**src/rtl/mpu_pkg.sv**
```systemverilog
package mpu_pkg;

    localparam int ADDR_W      = 32;
    localparam int DATA_W      = 32;
    localparam int BASE_LSB    = 6;
    localparam int SIZE_W      = 5;
    localparam int CTL_PROT    = 0;
    localparam int CTL_DCACHE  = 2;
    localparam int CTL_ICACHE  = 12;
    localparam int CTL_CLK_LSB = 30;
    localparam int NUM_SIDES   = 2;

    typedef enum logic [2:0] {
        SEL_REGION = 3'd0,
        SEL_CACHE  = 3'd1,
        SEL_BUFF   = 3'd2,
        SEL_PERM   = 3'd3,
        SEL_CTRL   = 3'd4
    } cfg_sel_e;

    typedef enum logic [1:0] {
        PERM_NONE = 2'b00,
        PERM_PRIV = 2'b01,
        PERM_RO   = 2'b10,
        PERM_FULL = 2'b11
    } perm_e;

    typedef struct packed {
        logic [ADDR_W-1:BASE_LSB] base;
        logic [SIZE_W-1:0]        size;
        logic                     en;
    } region_t;

    typedef struct packed {
        logic [1:0] clk_mode;
        logic       icache_en;
        logic       dcache_en;
        logic       prot_en;
    } ctrl_t;

    typedef struct packed {
        logic abort;
        logic cacheable;
        logic bufferable;
    } resp_t;

    // Address bits that take part in the compare for a size code.
    function automatic logic [ADDR_W-1:0] span_mask(input logic [SIZE_W-1:0] code);
        logic [SIZE_W:0] sh;
        sh = {1'b0, code} + 1'b1;
        return {ADDR_W{1'b1}} << sh;
    endfunction

endpackage

```
**src/rtl/mpu_cfg_regs.sv**
```systemverilog
module mpu_cfg_regs
    import mpu_pkg::*;
#(
    parameter int NUM_REGIONS = 8,
    parameter int IDX_W       = 3
) (
    input  logic                          clk,
    input  logic                          rst,
    input  logic                          cfg_we,
    input  logic [2:0]                    cfg_sel,
    input  logic                          cfg_side,
    input  logic [IDX_W-1:0]              cfg_idx,
    input  logic [DATA_W-1:0]             cfg_wdata,
    output region_t [NUM_REGIONS-1:0]     regions_d,
    output region_t [NUM_REGIONS-1:0]     regions_i,
    output logic [NUM_REGIONS-1:0]        cache_d,
    output logic [NUM_REGIONS-1:0]        cache_i,
    output logic [NUM_REGIONS-1:0]        buff_d,
    output logic [2*NUM_REGIONS-1:0]      perm_d,
    output logic [2*NUM_REGIONS-1:0]      perm_i,
    output ctrl_t                         ctrl
);

    logic wr_region, wr_cache, wr_buff, wr_perm, wr_ctrl;

    always_comb begin
        wr_region = 1'b0;
        wr_cache  = 1'b0;
        wr_buff   = 1'b0;
        wr_perm   = 1'b0;
        wr_ctrl   = 1'b0;
        if (cfg_we) begin
            case (cfg_sel)
                SEL_REGION: wr_region = 1'b1;
                SEL_CACHE:  wr_cache  = 1'b1;
                SEL_BUFF:   wr_buff   = !cfg_side;
                SEL_PERM:   wr_perm   = 1'b1;
                SEL_CTRL:   wr_ctrl   = 1'b1;
                default: ;
            endcase
        end
    end

    for (genvar g = 0; g < NUM_REGIONS; g++) begin : g_region
        region_t d_q, i_q;
        logic    hit_idx;

        assign hit_idx = wr_region && (cfg_idx == IDX_W'(g));

        always_ff @(posedge clk) begin
            if (rst) begin
                d_q <= '0;
                i_q <= '0;
            end else if (hit_idx) begin
                if (cfg_side) i_q <= region_t'(cfg_wdata);
                else          d_q <= region_t'(cfg_wdata);
            end
        end

        assign regions_d[g] = d_q;
        assign regions_i[g] = i_q;
    end

    always_ff @(posedge clk) begin
        if (rst) begin
            cache_d <= '0;
            cache_i <= '0;
            buff_d  <= '0;
            perm_d  <= '0;
            perm_i  <= '0;
            ctrl    <= '0;
        end else begin
            if (wr_cache) begin
                if (cfg_side) cache_i <= cfg_wdata[NUM_REGIONS-1:0];
                else          cache_d <= cfg_wdata[NUM_REGIONS-1:0];
            end
            if (wr_buff) begin
                buff_d <= cfg_wdata[NUM_REGIONS-1:0];
            end
            if (wr_perm) begin
                if (cfg_side) perm_i <= cfg_wdata[2*NUM_REGIONS-1:0];
                else          perm_d <= cfg_wdata[2*NUM_REGIONS-1:0];
            end
            if (wr_ctrl) begin
                ctrl.clk_mode  <= cfg_wdata[CTL_CLK_LSB +: 2];
                ctrl.icache_en <= cfg_wdata[CTL_ICACHE];
                ctrl.dcache_en <= cfg_wdata[CTL_DCACHE];
                ctrl.prot_en   <= cfg_wdata[CTL_PROT];
            end
        end
    end

endmodule

```
**config.mk**
```make
export PLATFORM = sky130hd
export DESIGN_NAME = mpu_cfg_regs
export DESIGN_NICKNAME = d
export VERILOG_FILES = /design/src/rtl/mpu_pkg.sv /design/src/rtl/mpu_cfg_regs.sv
export SDC_FILE = /design/constraint.sdc
export NUM_CORES = 1
export LEC_CHECK = 0
export ABC_AREA = 0
export BUFFER_PORTS_ARGS = -buffer_cell sky130_fd_sc_hd__buf_2
export CAP_MARGIN = 25
export CORE_AREA = 5 5 233 235
export DETAILED_ROUTE_END_ITERATION = 12
export DIE_AREA = 0 0 238 240
export PLACE_DENSITY = 0.66
export SYNTH_ARGS = -nofsm -noshare
export SYNTH_HDL_FRONTEND = slang
export SYNTH_SLANG_ARGS = --single-unit
```
**constraint.sdc**
```tcl
create_clock -name clk -period 2.35 [get_ports clk]
set_clock_uncertainty 0.15 [all_clocks]
set_input_delay 0.1175 -clock clk [delete_from_list [all_inputs] [get_ports clk]]
set_output_delay 0.1175 -clock clk [all_outputs]
set_load 0.005 [all_outputs]
```
==> metrics.txt <==
status=finished clean; Max Cap Violations=0; CTS clk-pin slew, worst paths=roughly 60 ps; initial antenna violation count=2; Leakage=15.9 nW; CTS sink count=573; drt total wl=72.2 mm; crit-path max cell delay=570 ps; final RePlAce weighted congestion=0.806; hold-fix buffers at CTS=45; Worst Path Arrival=2260 ps; top fanout value on the critical path=2; WP data required=2690 ps; CP most frequent cell=dlygate4sd3_1; RSZ-0062 raised after global routing=false; Die ar.=roughly 57000 sq um; CP startpoint kind=register; internal cell power=about 16 mW; total CTS buffers=59; core box area=52000 sq um; gr usage total=approximately a quarter; Worst VDD drop=0.596 mV; Cell Area, Synth=22300 sq um; crit path capture type=register; DR pass1 iterations=5; CTS tree=built; number of remaining DRC errors=0; vias per inst=4.91; Seq/Total Area, Yosys=51.5%; layout cells sized above 1=30.6%; Initial DRC Count=747; area grow syn2layout=27.7%; Final Cycle Share=roughly 82%; Clock Path Buffers=3; Highest Clock Rate=522 MHz; Clk pwr share=between 40% and 50%; CP Class=reg -> reg; Mapped Cells=~2000; total number of vias=16302; met3 wire length=4.68 mm; Unique masters post-synth=25; critical path buffer and inverter count=2; Hold Path Class=in -> reg; Worst slew margin=52.2%; Synth Warn #=0; wire length on met2=36.0 mm; Worst-Margin Slew=717 ps; hold violation count in the final report=0; GRT overflow=0; fin util=54.7%; worst path cell trace=mux2i_1 > dlygate4sd3_1 > nor2_1 > dlygate4sd3_1; Max Used Layer=met5; Die Span X=approximately 240 um; Initial Util=42.8%; pwr/cell area=720 nW/um^2; final setup fails=0; Worst-Skew Late Latency=600 ps; Final nets=2620; Hold WS=74.1 ps; Reg power frac=47.7%; largest net degree at the start of global routing=132; num ports=615; Post-CTS Setup Inserts=0; CP max-delay cell=dlygate4sd3_1; post-cts sizing count=0; CTS root buf=clkbuf_16; most frequent cells in the layout=buf_2, nand2b_1, mux2i_1, dfxtp_1, buf_4; Syn Area/Cell=roughly 11 sq um; Top Family by Delay on Critical Path=buffers and inverters; Sw Pwr=4.43 mW; switching share of power=21.6%; commonest non-fill, non-tap cell in the layout=buf_2; Slew Limit Fails=0; H-tree depth=2; Die Y=240 um; post-layout min period=1920 ps; number of global-route vias before repair=16530; placed wire-length estimate=49.4 mm; global-route wire length before repair=105 mm; DRT met1 WL=~29 mm; syn_nets=slightly above 2000; I/O Buffers=614; Combinational Power Share=4.3%; Avg WL per Cell=21.8 um; row cnt=84; Setup TNS=0 ps; post-synthesis register bit count=573; Antenna Nets Post-Route=0
==> stage by stage <==
step	power, mW	std cells	setup WS (ps)	instance area [sq um]
after floorplan	10.5	1977	924	22300
after global placement	10.8	3160	425	25900
after detailed placement	10.8	3160	359	25900
after CTS	20.7	3316	505	28400
after global routing	21.1	3317	380	28400
final	20.5	3317	433	28400
==> synthesized netlist by cell type <==
| library cell | number | area share, % |
|---|---|---|
| nand2b_1 | 600 | 17 |
| dfxtp_1 | 573 | 52 |
| mux2i_1 | 573 | 26 |
| clkbuf_1 | 112 | 1.9 |
| buf_2 | 54 | 1.2 |
| buf_4 | 14 | 0.47 |
| buf_6 | 11 | 0.56 |
| nor2_1 | 7 | 0.12 |
| nand2_1 | 4 | 0.067 |
| nand3_2 | 4 | 0.18 |
| nand3_4 | 4 | 0.31 |
| nor2b_1 | 3 | 0.084 |
| and3_1 | 2 | 0.056 |
| nand3_1 | 2 | 0.045 |
| nand4_2 | 2 | 0.11 |
| nand4_4 | 2 | 0.19 |
| nand4b_4 | 2 | 0.21 |
| and2_1 | 1 | 0.028 |
| and3b_1 | 1 | 0.039 |
| and4bb_1 | 1 | 0.056 |
| and4bb_2 | 1 | 0.056 |
| nand2_2 | 1 | 0.028 |
| nor2_2 | 1 | 0.028 |
| nor4b_2 | 1 | 0.067 |
| nor4bb_1 | 1 | 0.045 |
==> final timing paths <==
kind         slack [ps]                   startpoint  cells past startpoint                           to
max                 430         ctrl[2]$_SDFFE_PP0P_                      4         ctrl[2]$_SDFFE_PP0P_
min                  70                   cfg_sel[1]                      4      cache_d[6]$_SDFFE_PP0P_
max reg2reg         430         ctrl[2]$_SDFFE_PP0P_                      4         ctrl[2]$_SDFFE_PP0P_
min reg2reg         320  regions_d[214]$_SDFFE_PP0P_                      2  regions_d[214]$_SDFFE_PP0P_
==> cell families (layout without fill, tap and decap cells) <==
group / after synthesis / after routing / synth area share (%)
buffers and inverters: 191 / 842 / 4.13
other: 0 / 1 / 0
flip-flops: 573 / 573 / 51.5
multiplexers: 573 / 573 / 25.8
AND/OR/NAND/NOR: 640 / 640 / 18.6
==> metal layers <==
metal | GRT usage, % | vias to the layer above
li1 | - | 7685
met1 | 28.3 | 7983
met2 | 42.0 | 493
met3 | 5.68 | 139
met4 | 8.85 | 2
met5 | 0 | -
==> power groups by stage <==
stage | Combinational [mW] | Sequential [mW] | Clock [mW]
6_report | 0.887 | 9.76 | 9.81
5_1_grt | 0.934 | 9.76 | 10.4
4_1_cts | 0.889 | 9.76 | 10.0
3_5_place_dp | 0.836 | 9.98 | 0
3_3_place_gp | 0.829 | 9.98 | 0
2_1_floorplan | 0.491 | 9.98 | 0
==> state kept, by name, summed over array words and instances, names as in the netlist <==
register	count
regions_d	256
regions_i	256
perm_d	16
perm_i	16
buff_d	8
cache_d	8
cache_i	8
ctrl	5
==> worst register-to-register path, cell delays in order (launching register included) <==
cell and delay, ps:
dfxtp_1 320, mux2i_1 160, dlygate4sd3_1 570, nor2_1 40, dlygate4sd3_1 560
==> cell type report <==
| type | instances | area (sq um) |
|---|---|---|
| diodes | 1 | 2.50 |
| clock buffers | 90 | 1800 |
| clock inverters | 21 | 273 |
| fillers | 4610 | 23600 |
| multi-input cells | 1213 | 9890 |
| flip-flops and latches | 573 | 11500 |
| well taps | 688 | 861 |
| repair buffers | 731 | 4150 |
No activity file was read; power rests on OpenSTA's default activity.
